<file path="src/rtl/tps_pkg.sv">
package tps_pkg;
  typedef enum logic [2:0] {
    CS_OFF      = 3'd0,
    CS_DIRECT   = 3'd1,
    CS_DIV8     = 3'd2,
    CS_DIV64    = 3'd3,
    CS_DIV256   = 3'd4,
    CS_DIV1024  = 3'd5,
    CS_PIN_FALL = 3'd6,
    CS_PIN_RISE = 3'd7
  } clk_sel_e;

  localparam int NUM_TAPS = 4;

  // log2 of the divisor for each divided tap, ascending
  function automatic int tap_shift(input int idx);
    case (idx)
      0:       return 3;
      1:       return 6;
      2:       return 8;
      default: return 10;
    endcase
  endfunction
endpackage

</file>
<file path="src/rtl/tps_divider.sv">
module tps_divider #(
  parameter int DIV_W = 10
) (
  input  logic                         clk,
  input  logic                         rst_n,
  input  logic                         clr,
  output logic [tps_pkg::NUM_TAPS-1:0] tap_hit
);
  logic [DIV_W-1:0] cnt_q;

  always_ff @(posedge clk or negedge rst_n) begin
    if (!rst_n)   cnt_q <= '0;
    else if (clr) cnt_q <= '0;
    else          cnt_q <= cnt_q + 1'b1;
  end

  // A tap is flagged in the last cycle before its low bits wrap to zero
  for (genvar i = 0; i < tps_pkg::NUM_TAPS; i++) begin : g_tap
    localparam int SH = tps_pkg::tap_shift(i);
    assign tap_hit[i] = !clr && (&cnt_q[SH-1:0]);
  end
endmodule

</file>
<file path="src/rtl/tps_pin_edge.sv">
module tps_pin_edge #(
  parameter int STAGES = 2
) (
  input  logic clk,
  input  logic rst_n,
  input  logic pin,
  output logic rise,
  output logic fall
);
  logic [STAGES-1:0] sync_q;
  logic              prev_q;

  always_ff @(posedge clk or negedge rst_n) begin
    if (!rst_n) begin
      sync_q <= '0;
      prev_q <= 1'b0;
    end else begin
      sync_q <= {sync_q[STAGES-2:0], pin};
      prev_q <= sync_q[STAGES-1];
    end
  end

  assign rise = sync_q[STAGES-1] & ~prev_q;
  assign fall = ~sync_q[STAGES-1] & prev_q;
endmodule

</file>
<file path="src/rtl/tps_tick_sel.sv">
module tps_tick_sel (
  input  logic                         clk,
  input  logic                         rst_n,
  input  logic [2:0]                   sel,
  input  logic [tps_pkg::NUM_TAPS-1:0] tap_hit,
  input  logic                         pin_rise,
  input  logic                         pin_fall,
  output logic                         tick
);
  import tps_pkg::*;
  logic tick_d;

  always_comb begin
    case (clk_sel_e'(sel))
      CS_OFF:      tick_d = 1'b0;
      CS_DIRECT:   tick_d = 1'b1;
      CS_DIV8:     tick_d = tap_hit[0];
      CS_DIV64:    tick_d = tap_hit[1];
      CS_DIV256:   tick_d = tap_hit[2];
      CS_DIV1024:  tick_d = tap_hit[3];
      CS_PIN_FALL: tick_d = pin_fall;
      CS_PIN_RISE: tick_d = pin_rise;
      default:     tick_d = 1'b0;
    endcase
  end

  always_ff @(posedge clk or negedge rst_n) begin
    if (!rst_n) tick <= 1'b0;
    else        tick <= tick_d;
  end
endmodule

</file>
<file path="src/rtl/tps_shared_prescaler.sv">
module tps_shared_prescaler #(
  parameter int DIV_W       = 10,
  parameter int SYNC_STAGES = 2
) (
  input  logic       clk,
  input  logic       rst_n,
  input  logic       presc_clr,
  input  logic [2:0] sel0,
  input  logic [2:0] sel1,
  input  logic       ext_pin0,
  input  logic       ext_pin1,
  output logic       tick0,
  output logic       tick1
);
  localparam int N_TMR = 2;

  logic [tps_pkg::NUM_TAPS-1:0] tap_hit;
  logic [N_TMR-1:0][2:0]        sel_a;
  logic [N_TMR-1:0]             pin_a, rise_a, fall_a, tick_a;

  assign sel_a = {sel1, sel0};
  assign pin_a = {ext_pin1, ext_pin0};

  tps_divider #(.DIV_W(DIV_W)) u_div (
    .clk(clk), .rst_n(rst_n), .clr(presc_clr), .tap_hit(tap_hit)
  );

  for (genvar t = 0; t < N_TMR; t++) begin : g_tmr
    tps_pin_edge #(.STAGES(SYNC_STAGES)) u_edge (
      .clk(clk), .rst_n(rst_n), .pin(pin_a[t]),
      .rise(rise_a[t]), .fall(fall_a[t])
    );
    tps_tick_sel u_sel (
      .clk(clk), .rst_n(rst_n), .sel(sel_a[t]), .tap_hit(tap_hit),
      .pin_rise(rise_a[t]), .pin_fall(fall_a[t]), .tick(tick_a[t])
    );
  end

  assign tick0 = tick_a[0];
  assign tick1 = tick_a[1];
endmodule

</file>
<file path="config.mk">
export PLATFORM = sky130hd
export DESIGN_NAME = tps_shared_prescaler
export DESIGN_NICKNAME = d
export VERILOG_FILES = /design/src/rtl/tps_pkg.sv /design/src/rtl/tps_divider.sv /design/src/rtl/tps_pin_edge.sv /design/src/rtl/tps_tick_sel.sv /design/src/rtl/tps_shared_prescaler.sv
export SDC_FILE = /design/constraint.sdc
export NUM_CORES = 1
export LEC_CHECK = 0
export BUFFER_PORTS_ARGS = -buffer_cell sky130_fd_sc_hd__buf_2
export CAP_MARGIN = 20
export CORE_ASPECT_RATIO = 0.9
export CORE_MARGIN = 5
export CORE_UTILIZATION = 50
export CTS_BUF_LIST = sky130_fd_sc_hd__clkbuf_4
export CTS_CLUSTER_DIAMETER = 150
export DETAILED_ROUTE_END_ITERATION = 6
export GPL_ROUTABILITY_DRIVEN = 0
export PLACE_DENSITY_LB_ADDON = 0.12
export SYNTH_ARGS = -nofsm -noshare
export SYNTH_HDL_FRONTEND = slang
export SYNTH_HIERARCHICAL = 1
export SYNTH_SLANG_ARGS = --single-unit
export TNS_END_PERCENT = 5
</file>
<file path="constraint.sdc">
create_clock -name clk -period 2.05 [get_ports clk]
set_input_delay 0.3075 -clock clk [delete_from_list [all_inputs] [get_ports clk]]
set_output_delay 0.3075 -clock clk [all_outputs]
set_load 0.005 [all_outputs]
</file>
Word-level counts from Yosys, hierarchy flattened:

Cells that the tools add are included.

* register bits: 18
* input bits: 11
* word-level logic and storage cells: 44

* add/sub/neg operators: 1
* equality and inequality tests: 14
* mux-type cells: 3
* bitwise gates (word level): 8
* reduce and logical (&&, ||, !) cells: 11

Operators by type and width (count)
* $eq 3x3->1 const B: 8
* $pmux 1 s8: 2
* $eq 3x2->1 const B: 4
* $add 10x1->10 const B: 1
* $mux 10: 1
* $reduce_and 10->1: 1
* $reduce_and 8->1: 1
* $eq 3x1->1 const B: 2
* $logic_not 3->1: 2
* $reduce_and 6->1: 1
* $and 1x1->1: 4
* $logic_and 1x1->1: 4
* $not 1->1: 4
* $reduce_and 3->1: 1
* $logic_not 1->1: 1

Depth between registers and ports, before layout:

Gate-level depths: netlist of run 1.

* depth in word-level cells: 3
* depth in mapped cells: 7
* gate-level depth less buffers: 7

By module:

Netlist of run 1, hierarchy kept.

By module, submodules not included
* tps_divider: times used 1, cells each 47, area each 484.2 um^2, seq. area each 250.2 um^2
* tps_pin_edge: times used 2, cells each 5, area each 90.1 um^2, seq. area each 75.1 um^2
* tps_tick_sel: times used 2, cells each 11, area each 90.1 um^2, seq. area each 25.0 um^2

Worst setup path before layout of run 1:

No wires, ideal clock.

* path kind: reg2reg
* start: register u_div.cnt_q[0]
* end: register g_tmr[0].u_sel.tick
* arrival: 1572 ps
* data required time: 1919 ps
* path slack: 347 ps
* stages on the path, launching flop included: 8
* clock period less this slack: 1703 ps
* path through: dfrtp_1 > ha_1 > nand3_2 > nor4_1 > and3_1 > and2b_1 > o21ai_1 > or3_1

* longest elaborated chain between the ends: 3
* elaborated cells between the ends (all ways): 9
* those cells by class: 1 x mux; 8 x reduce/logical

RTL lines
* start, declared: line tps_divider.sv:9 `logic [DIV_W-1:0] cnt_q;`
* start signal, assigned: line tps_divider.sv:14 `else cnt_q <= cnt_q + 1'b1;`
* $reduce_and 8->1: line tps_divider.sv:20 `assign tap_hit[i] = !clr && (&cnt_q[SH-1:0]);`
* $logic_and 1x1->1: line tps_divider.sv:20
* named net tap_hit, one bit: line tps_shared_prescaler.sv:17 `logic [tps_pkg::NUM_TAPS-1:0] tap_hit;`
* $pmux 1 s8: line tps_tick_sel.sv:14 `case (clk_sel_e'(sel))`
* named net g_tmr[0].u_sel.tick_d: line tps_tick_sel.sv:11 `logic tick_d;`
* end signal, assigned: line tps_tick_sel.sv:29 `else tick <= tick_d;`
* end, declared: line tps_tick_sel.sv:8 `output logic tick`

The timed path passes the listed nets, and every way through them passes these cells.

Worst setup path in the final report of run 1:

Same ends and word-level chain as after synthesis.

==> metrics.md, run 1 <==
| Metric | Value |
|---|---|
| Pwr per Cell Area | `616 nW/um^2` |
| Multi-input gate area | `383 um^2` |
| GRT Util Overall | `13.3%` |
| Starting density of the core | `51.3%` |
| Peak VDD IR | `0.000546 V` |
| Share of layout cells above drive strength 1 | `20.8%` |
| Core Area | `1650 um^2` |
| First-pass GRT wire length | `2.60 mm` |
| Pin count of the biggest net entering global routing | `19` |
| DRT Pass-1 Iters | `4` |
| Sequential cell area fraction in the yosys report | `53.3%` |
| Switching Share | `23.1%` |
| Top cell type's share of synthesized area | `53.3%` |
| Pleak | `0.430 nW` |
| Final hold vios | `0` |
| Startpoint types | `flop` |
| Mapped Area | `845 um^2` |
| CP Cell Sequence | `ha_1 -> nand3_2 -> nor4_1 -> and3_1 -> and2b_1 -> o21ai_1 -> or3_1` |
| Worst path required time | `2.23 ns` |
| Synth Warn # | `6` |
| Cells after Synth | `79` |
| Detailed Place HPWL | `1.13 mm` |
| CTS Sinks | `18` |
| CTS H-tree lvls | `1` |
| Net count, final | `110` |
| Routed WL per cell | `12.7 um` |
| Slew Limit Fails | `0` |
| Synth Register Bits | `18` |
| Clock buffer depth | `2` |
| Sw power | `0.000139 W` |
| Fmax | `0.551 GHz` |
| Synth area leader | `dfrtp_1` |
| Total die area | `2610 um^2` |
| Ports | `13` |
| Detailed Route Iter0 Violations | `19` |
| Actual slew at the worst max-slew pin | `0.394 ns` |
| RSZ-0062 raised after global routing | `false` |
| Area contributors post-synth | `dfrtp_1 (53%), a21oi_1 (4.1%), nor2b_1 (3.7%)` |
| Remaining DRCs | `0` |
| Hold Crit Endpoint | `g_tmr[0].u_edge/sync_q[0]` |
| Flop2flop setup slack | `0.23 ns` |
| DR vias | `625` |
| Period minus WS final | `1.82 ns` |
| Worst Path Buf+Inv | `0` |
| Vias in the first global route | `618` |
| Endpoints failing setup | `0` |
| Routed Antenna Nets | `0` |
| CTS tree | `built` |
| Hold path depth | `1` |
| Clock power frac | `29.1%` |
| Capturing point of the worst reg2reg path | `g_tmr[0].u_sel/tick` |
| Row cnt | `14` |
| Final Core Density | `59.2%` |
| Reg power frac | `62.7%` |
| CP arrival | `1.99 ns` |
| Total wire length | `1.52 mm` |
| Crit Reg-Reg Startpoint | `u_div/cnt_q[0]` |
| Max cap viols | `0` |
| IO buf count | `12` |
| Crit-path leading delay family | `simple AND/OR/NAND/NOR gates` |
| Period utilisation layout | `88.6%` |
| Setup Skew | `0.00209 ns` |
| Worst hold start | `ext_pin0` |
| Via-to-Cell Ratio | `5.21` |
| Area delta synth->final | `15.4%` |
| Sum Neg Setup Slack | `0 ns` |
| Syn Area/Cell | `10.7 um^2` |
| P_int | `0.000462 W` |
| Worst reg2reg path depth | `7` |
| # diodes | `0` |
| Slowest cell on crit path | `dfrtp_1` |
| Mapped Nets | `92` |
| Vert. Die Dim | `49.0 um` |
| Die Width | `53.3 um` |
| Initial antenna violation count | `0` |
| Worst Path Max Fanout | `7` |
| Worst skew pair latency | `0.29 ns` |
| Rel. slew slack | `73.7%` |
| Fillers | `155` |
| Setup CP Type | `reg2reg` |
| Logic gate share of total power | `8.2%` |
| Clk Tree Root Cell | `clkbuf_4` |
| Netlist cell types | `28` |
| Reg clk slew, reported paths | `0.10 ns` |
| Reg area | `450 um^2` |
| Max incr delay on CP | `0.43 ns` |
| Setup bufs post-CTS | `0` |
| Crit. End Element | `flop` |
| Hold crit path type | `in2reg` |
| Cts bufs inserted | `3` |
| Status | `finished, final reports clean` |
| Total congestion overflow | `0` |
## final cells by class
cell class,count,area share [%]
clock buffers,3,2.31
clock inverters,1,0.385
inverters,2,0.770
multi-input cells,58,39.3
flip-flops and latches,18,46.2
well taps,24,3.08
repair buffers,14,7.96
## stage by stage
| step | instances | hold slack (ns) | power (W) | instance area (um^2) | setup slack [ns] |
|---|---|---|---|---|---|
| 3_5_place_dp | 115 | 0.256 | 0.000433 | 938 | 0.246 |
| 2_1_floorplan | 79 | 0.0119 | 0.000403 | 845 | 0.347 |
| 4_1_cts | 120 | 0.109 | 0.000609 | 975 | 0.231 |
| 6_report | 120 | 0.118 | 0.000601 | 975 | 0.235 |
| 5_1_grt | 120 | 0.0989 | 0.000634 | 975 | 0.0815 |
| 3_3_place_gp | 115 | 0.256 | 0.000431 | 938 | 0.276 |
## kinds of logic after synthesis
family	synth area share, %
AO/OA/AOI/OAI	9.18
XOR/XNOR	2.07
adder cells (fa/ha/maj)	2.96
buffers and inverters	1.33
flip-flops	53.3
multiplexers	2.37
AND/OR/NAND/NOR	28.7
## worst max-delay path by stage
stage / start / end / slack (ns) / cells after the start
3_3_place_gp: u_div/cnt_q[0] / g_tmr[1].u_sel/tick / 0.28 / 7
4_1_cts: u_div/cnt_q[0] / g_tmr[0].u_sel/tick / 0.23 / 7
6_report: u_div/cnt_q[0] / g_tmr[0].u_sel/tick / 0.23 / 7
3_5_place_dp: u_div/cnt_q[0] / g_tmr[0].u_sel/tick / 0.25 / 7
2_1_floorplan: u_div/cnt_q[0] / g_tmr[0].u_sel/tick / 0.35 / 7
5_1_grt: u_div/cnt_q[0] / g_tmr[1].u_sel/tick / 0.08 / 7
## power by group through the flow
stage	registers (W)	logic, W	clock network, W
CTS	0.000377	0.0000503	0.000181
global route	0.000379	0.0000561	0.000199
detailed placement	0.000384	0.0000483	0
finish	0.000377	0.0000492	0.000175
floorplan	0.000382	0.0000208	0
global placement	0.000383	0.0000479	0
## placed cells by master (no fill, tap or decap), drive strengths merged, types with 2 or more instances in the layout
cell,netlist,routed
dfrtp,18,18
buf,0,13
a21oi,7,7
nor2b,5,5
nand2,4,4
or3,4,4
and2b,4,4
o21ai,4,4
clkbuf,1,3
o31ai,3,3
or4,3,3
nor2,3,3
nand4,3,3
nand3,3,3
nand2b,2,2
nand3b,2,2
mux2i,2,2
nor3b,2,2
inv,2,2
ha,2,2
## metal layers
layer  routed length, um  vias up  global-route usage, %
met5                   0        -                      0
met4                   0        0                   2.55
met3                  87        0                   5.50
met2                 744       20                   20.6
met1                 690      285                   17.3
li1                    -      320                      -
## timing repair
| item | 4_1_cts | 5_1_grt |
|---|---|---|
| endpoints found under the hold margin | 18 | 0 |
| hold buffers | 1 | 0 |
| resized for setup | 0 | 0 |
## worst register-to-register path, stage by stage (launching register included)
cell and delay (ns):
dfrtp_1 0.43, ha_1 0.24, nand3_2 0.14, nor4_1 0.08, and3_1 0.20, and2b_1 0.19
o21ai_1 0.07, or3_1 0.36
## registers in the layout, indices dropped and copies added (netlist names)
signal / cells
g_tmr.u_edge/prev_q: 2
g_tmr.u_sel/tick: 2
u_div/cnt_q: 10
g_tmr.u_edge/sync_q: 4
## Yosys cell counts
cell type  instances
dfrtp_1           18
and3_1             1
nor4_1             1
o31ai_1            3
o21ai_1            2
nor2b_1            5
nand3b_1           2
ha_1               2
nand2_1            4
nand3_2            1
nand2b_1           2
or3_1              4
or4_1              3
xnor2_1            1
and2b_1            2
and2b_2            2
inv_1              2
nand4_1            2
nor2_1             3
xor2_1             1
mux2i_1            2
clkbuf_1           1
nor3b_1            2
o21ai_0            2
nand4_2            1
a21oi_1            7
nor3_1             1
nand3_1            2
No activity file was read; power rests on OpenSTA's default activity.
==> inputs of run 2 (changes only) <==
SYNTH_HIERARCHICAL = not set   (was 1)
==> run 2 against run 1 <==
  * Clock power shrank 3%
  * Combinational power up 8.5%
  * Via count grew 2.4%
  * Synthesized cell count fell by 1.3%
  * Setup slack better by 0.29 ns
  * First-iteration DRC count fell by 11%
  * Clock skew up 0.0063 ns
  * Area after synthesis fell by 2.2%
  * Sequential cell count unchanged
  * Design area fell by 3.1%
  * Routed wire length is 4.3% lower
  * Critical endpoint is now g_tmr[0].u_sel.tick
==> metrics.md, run 2 <==
| Metric | Value |
|---|---|
| Period minus WS final | `1.52 ns` |
| Final setup margin | `0.529 ns` |
| Startpoint types | `flop` |
| Pleak | `0.428 nW` |
| Setup Skew | `0.00841 ns` |
| Number of synthesized flops with an enable pin | `0` |
| Worst Path Max Fanout | `8` |
| Tot Pwr | `0.000600 W` |
| Detailed Place HPWL | `1.05 mm` |
| Max FFs per register | `10` |
| Reg clk slew, reported paths | `0.10 ns` |
| IO buf count | `12` |
| Total wire length | `1.46 mm` |
| Routed WL per cell | `12.5 um` |
| Clk Tree Root Cell | `clkbuf_4` |
| Peak VDD IR | `0.000520 V` |
| Initial antenna violation count | `0` |
| Worst skew pair latency | `0.29 ns` |
| Core Area | `1610 um^2` |
| Mapped Nets | `91` |
| Detailed Route Iter0 Violations | `17` |
| Setup CP Type | `reg2reg` |
| Routed Antenna Nets | `0` |
| CP Cell Sequence | `ha_1 -> nand3_2 -> nor3_2 -> nor3_1 -> nor4_1` |
| CTS H-tree lvls | `1` |
| Setup bufs post-CTS | `0` |
| CTS tree | `built` |
| Period utilisation layout | `74.2%` |
| Final Core Density | `58.6%` |
| Final hold vios | `0` |
| Crit. End Element | `flop` |
| Top post-synthesis cells by count | `dfrtp_1 (18), nor2_1 (10), nand2_1 (4), xor2_1 (4)` |
| Max cap viols | `0` |
| Share of layout cells above drive strength 1 | `19.4%` |
| Pin count of the biggest net entering global routing | `19` |
| Clock buffer depth | `2` |
| Area delta synth->final | `14.4%` |
| Most frequent cells in the layout | `dfrtp_1 (18), buf_2 (12), nor2_1 (10)` |
| Fillers | `139` |
| CTS Sinks | `18` |
| Status | `finished, final reports clean` |
| Vert. Die Dim | `48.6 um` |
| Slew Limit Fails | `0` |
| Hold-fix buffers, CTS | `1` |
| Mapped Area | `826 um^2` |
| Die Width | `52.8 um` |
| First-pass GRT wire length | `2.39 mm` |
| Rel. slew slack | `73.5%` |
| Synth Register Bits | `18` |
| Placed cells | `113` |
| Via-to-Cell Ratio | `5.47` |
| Reg area | `450 um^2` |
| Dominant synthesized flop cell | `dfrtp_1` |
| Starting density of the core | `51.2%` |
| Pwr per Cell Area | `635 nW/um^2` |
| Top cell type's share of synthesized area | `54.5%` |
| Endpoints failing setup | `0` |
| DR vias | `640` |
| Cells after Synth | `78` |
| Sum Neg Setup Slack | `0 ns` |
| Synth area leader | `dfrtp_1` |
| CP arrival | `1.69 ns` |
| Netlist cell types | `30` |
| RSZ-0062 raised after global routing | `false` |
| Top reg by flops | `u_div.cnt_q` |
| Sequential cell area fraction in the yosys report | `54.5%` |
| Net count, final | `108` |
| Dpl ws | `0.563 ns` |
| DRT Pass-1 Iters | `4` |
| Total congestion overflow | `0` |
| Multi-input gate area | `360 um^2` |
| Syn Area/Cell | `10.6 um^2` |
| Fmax | `0.657 GHz` |
| Post-CTS resize count | `0` |
| Total die area | `2570 um^2` |
| Row cnt | `14` |
| Most common cell after layout, fill and taps aside | `dfrtp_1` |
| Async S/R FF share, synth | `100%` |
| Vias in the first global route | `534` |
| Ports | `13` |
| GRT Util Overall | `12.5%` |
| Cts bufs inserted | `3` |
| Remaining DRCs | `0` |
| Count leader, synth | `dfrtp_1` |
| Slowest cell on crit path | `dfrtp_1` |
| Worst path required time | `2.22 ns` |
| Area contributors post-synth | `dfrtp_1 (55%), nor2_1 (4.5%), xor2_1 (4.2%)` |
| # diodes | `0` |
| Hold crit path type | `in2reg` |
| Largest regs | `u_div.cnt_q (10), g_tmr.u_edge.sync_q (4)` |
| Max incr delay on CP | `0.39 ns` |
| Actual slew at the worst max-slew pin | `0.397 ns` |
| Post-route insts no fill | `117` |
| Synth Warn # | `0` |
==> run 2: cell count changes in the layout (fill, tap and decap cells not counted), moves of 2 or more <==
cell / delta
or4_1: -3
o31ai_1: -2
or3_1: -2
o21ai_1: -2
nor2_1: +7
xor2_1: +3
a21oi_1: -5
and2b_2: -2
nor4_1: +2
nor2b_1: -3
==> run 2: power by group <==
part	switching, W	leakage (nW)	total (W)	internal [W]
clock	0.000102	0.0138	0.000170	0.0000683
sequential	0.00000789	0.233	0.000377	0.000369
combinational	0.0000293	0.181	0.0000534	0.0000240
total	0.000139	0.428	0.000600	0.000461
==> run 2: cell families after synthesis <==
group | synth area share (%)
buf+inv | 1.82
mux | 1.21
flops | 54.5
xor+xnor | 5.30
simple gates | 27.4
compound gates | 6.67
fa+ha+maj | 3.03
==> run 2: worst paths after layout <==
path	start	endpoint	slack [ns]	cells past startpoint
worst max register to register	u_div.cnt_q[0]	g_tmr[0].u_sel.tick	0.53	5
worst max-delay path	u_div.cnt_q[0]	g_tmr[0].u_sel.tick	0.53	5
max in group asynchronous	rst_n	u_div.cnt_q[3]	1.30	2
worst min-delay path	ext_pin1	g_tmr[1].u_edge.sync_q[0]	0.11	1
min in group asynchronous	rst_n	g_tmr[1].u_sel.tick	0.46	2
worst min register to register	g_tmr[0].u_edge.sync_q[0]	g_tmr[0].u_edge.sync_q[1]	0.35	0
==> run 2: metal layers <==
| metal | vias to the layer above | share of wire, % | global-route usage, % |
|---|---|---|---|
| li1 | 311 | - | - |
| met1 | 295 | 50 | 18.4 |
| met2 | 28 | 40 | 16.7 |
| met3 | 6 | 7.3 | 3.99 |
| met4 | 0 | 2.0 | 5.11 |
| met5 | - | 0 | 0 |
==> run 2: through the flow <==
step / hold WS, ns / instance area [um^2]
after floorplan: 0.0119 / 826
after global placement: 0.257 / 912
after detailed placement: 0.262 / 912
after CTS: 0.105 / 945
after global routing: 0.101 / 945
final: 0.115 / 945
==> run 2: area by class of cell <==
type | instances | area share, %
sequential | 18 | 47.7
timing repair buffer | 13 | 7.42
tap | 24 | 3.18
multi-input combinational | 56 | 38.1
inverter | 3 | 1.19
clock buffer | 3 | 2.38
==> run 2: critical path, delay by kind of cell, from the launching register on <==
family,cells,cell delay (ns)
AND/OR/NAND/NOR,4,0.80
flip-flops,1,0.39
adder cells (fa/ha/maj),1,0.21
==> inputs of run 3 (changes only) <==
clock period = 1.6 ns   (was 2.05 ns; I/O delays follow)
==> run 3 against run 2 <==
  * Global-route usage stayed put
  * Largest power group unchanged
  * Non-clock buffer count stayed put
  * Largest cell class unchanged
  * Critical endpoint unchanged
  * Clock skew is 0.0013 ns lower
  * Critical path type unchanged
  * Clock power is 27% higher
  * Hold slack worse by 0.065 ns
  * Via count is 4.1% lower
  * Utilization is 1.4 points higher
  * Sequential cell count stayed put
  * Sequential share of layout area is 1.1 points lower
  * Sequential power is 28% higher
==> metrics.md, run 3 (synthesized netlist as in run 2, its figures left out) <==
| Metric | Value |
|---|---|
| CTS Sinks | `18` |
| Tot Pwr | `0.000769 W` |
| Initial antenna violation count | `0` |
| Hold path depth | `1` |
| Die Width | `52.8 um` |
| Remaining DRCs | `0` |
| Setup Skew | `0.00707 ns` |
| Pin count of the biggest net entering global routing | `19` |
| # diodes | `0` |
| Clock buffer depth | `2` |
| Reg clk slew, reported paths | `0.10 ns` |
| Worst Path Buf+Inv | `0` |
| DRT Pass-1 Iters | `4` |
| Max incr delay on CP | `0.39 ns` |
| Hold crit path type | `in2reg` |
| Max cap viols | `0` |
| Fillers | `138` |
| First-pass GRT wire length | `2.39 mm` |
| P_int | `0.000591 W` |
| Detailed Place HPWL | `1.05 mm` |
| Pwr per Cell Area | `796 nW/um^2` |
| Switching Share | `23.1%` |
| Final hold vios | `0` |
| Detailed Route Iter0 Violations | `11` |
| Area delta synth->final | `17.1%` |
| Routed Antenna Nets | `0` |
| Period utilisation layout | `90.3%` |
| Setup bufs post-CTS | `0` |
| Sw power | `0.000178 W` |
| Rel. slew slack | `73.6%` |
| Hold Crit Endpoint | `g_tmr[1].u_edge.sync_q[0]` |
| Period minus WS final | `1.45 ns` |
| Most frequent cells in the layout | `dfrtp_1 (18), buf_2 (12), nor2_1 (10)` |
| Vias in the first global route | `534` |
| Cts bufs inserted | `3` |
| Total wire length | `1.44 mm` |
| Starting density of the core | `51.2%` |
| Logic gate share of total power | `9.1%` |
| Worst Path Max Fanout | `4` |
| Endpoints failing setup | `0` |
| Worst hold slack | `0.0498 ns` |
| IO buf count | `12` |
| CTS H-tree lvls | `1` |
| Total congestion overflow | `0` |
| Worst path required time | `1.78 ns` |
| Core Area | `1610 um^2` |
| Routed WL per cell | `12.3 um` |
| Pleak | `0.434 nW` |
| Status | `finished, final reports clean` |
| Total die area | `2570 um^2` |
| CP Cell Sequence | `ha_2 -> ha_1 -> nand2b_1 -> o22ai_1 -> nor3_1 -> nor4_1` |
| Worst hold start | `ext_pin1` |
| Clock power frac | `28.1%` |
| Clk Tree Root Cell | `clkbuf_4` |
| Setup CP Type | `reg2reg` |
| Slowest cell on crit path | `dfrtp_1` |
| Startpoint types | `flop` |
| RSZ-0062 raised after global routing | `false` |
| Crit. End Element | `flop` |
| CP arrival | `1.62 ns` |
| Via-to-Cell Ratio | `5.25` |
| Share of layout cells above drive strength 1 | `21.5%` |
| Vert. Die Dim | `48.6 um` |
| Most common cell after layout, fill and taps aside | `dfrtp_1` |
| Row cnt | `14` |
| Slew Limit Fails | `0` |
| Flop2flop setup slack | `0.15 ns` |
| Fmax | `0.692 GHz` |
| Net count, final | `108` |
| Ports | `13` |
| Crit Reg-Reg Startpoint | `u_div.cnt_q[0]` |
| Max FFs per register | `10` |
| Largest regs | `u_div.cnt_q (10), g_tmr.u_edge.sync_q (4)` |
| Sum Neg Setup Slack | `0 ns` |
| Worst skew pair latency | `0.29 ns` |
| CTS tree | `built` |
| Capturing point of the worst reg2reg path | `g_tmr[0].u_sel.tick` |
| Reg power frac | `62.8%` |
| Worst reg2reg path depth | `6` |
| GRT Util Overall | `12.5%` |
| Crit-path leading delay family | `simple AND/OR/NAND/NOR gates` |
| Top reg by flops | `u_div.cnt_q` |
| DR vias | `614` |
| Peak VDD IR | `0.000667 V` |
| Actual slew at the worst max-slew pin | `0.397 ns` |
run 3: repair_timing:
| action | 4_1_cts | 5_1_grt |
|---|---|---|
| resized for setup | 0 | 4 |
| endpoints found under the setup margin | 0 | 1 |
| hold buffers | 1 | 0 |
| endpoints found under the hold margin | 18 | 0 |
run 3: worst max path at each step:
stage | end | start | slack, ns | cells after the start
4_1_cts | g_tmr[0].u_sel.tick | u_div.cnt_q[0] | 0.08 | 5
3_3_place_gp | g_tmr[0].u_sel.tick | u_div.cnt_q[0] | 0.23 | 6
2_1_floorplan | g_tmr[0].u_sel.tick | u_div.cnt_q[0] | 0.33 | 6
3_5_place_dp | g_tmr[0].u_sel.tick | u_div.cnt_q[0] | 0.11 | 5
5_1_grt | g_tmr[0].u_sel.tick | u_div.cnt_q[0] | 0.01 | 6
6_report | g_tmr[0].u_sel.tick | u_div.cnt_q[0] | 0.15 | 6
run 3: area by class of cell:
type | instances | area [um^2] | share of cell area [%]
Sequential cell | 18 | 450 | 46.6
Multi-Input combinational cell | 56 | 383 | 39.6
Timing Repair Buffer | 13 | 70.1 | 7.24
Tap cell | 24 | 30.0 | 3.10
Clock buffer | 3 | 22.5 | 2.33
Inverter | 3 | 11.3 | 1.16
run 3: per-layer routing:
metal	vias up	global-route usage [%]	share of wire, %
met5	-	0	0
met4	0	5.11	1.6
met3	2	3.99	6.6
met2	17	16.7	42
met1	286	18.4	50
li1	309	-	-
run 3: per-stage QoR:
step | setup slack [ns] | cell area [um^2] | utilization [%] | instances
floorplan | 0.328 | 826 | - | 78
global placement | 0.231 | 912 | 56.6 | 113
detailed placement | 0.113 | 912 | 56.6 | 113
CTS | 0.0815 | 945 | 58.6 | 117
global route | 0.0144 | 967 | 60.0 | 117
finish | 0.155 | 967 | 60.0 | 117
run 3: power by group through the flow:
stage               registers (W)  clock network [W]  logic (W)
floorplan                0.000491                  0  0.0000292
global placement         0.000491                  0  0.0000669
detailed placement       0.000492                  0  0.0000672
CTS                      0.000483           0.000229  0.0000696
global route             0.000486           0.000250  0.0000788
finish                   0.000483           0.000216  0.0000699
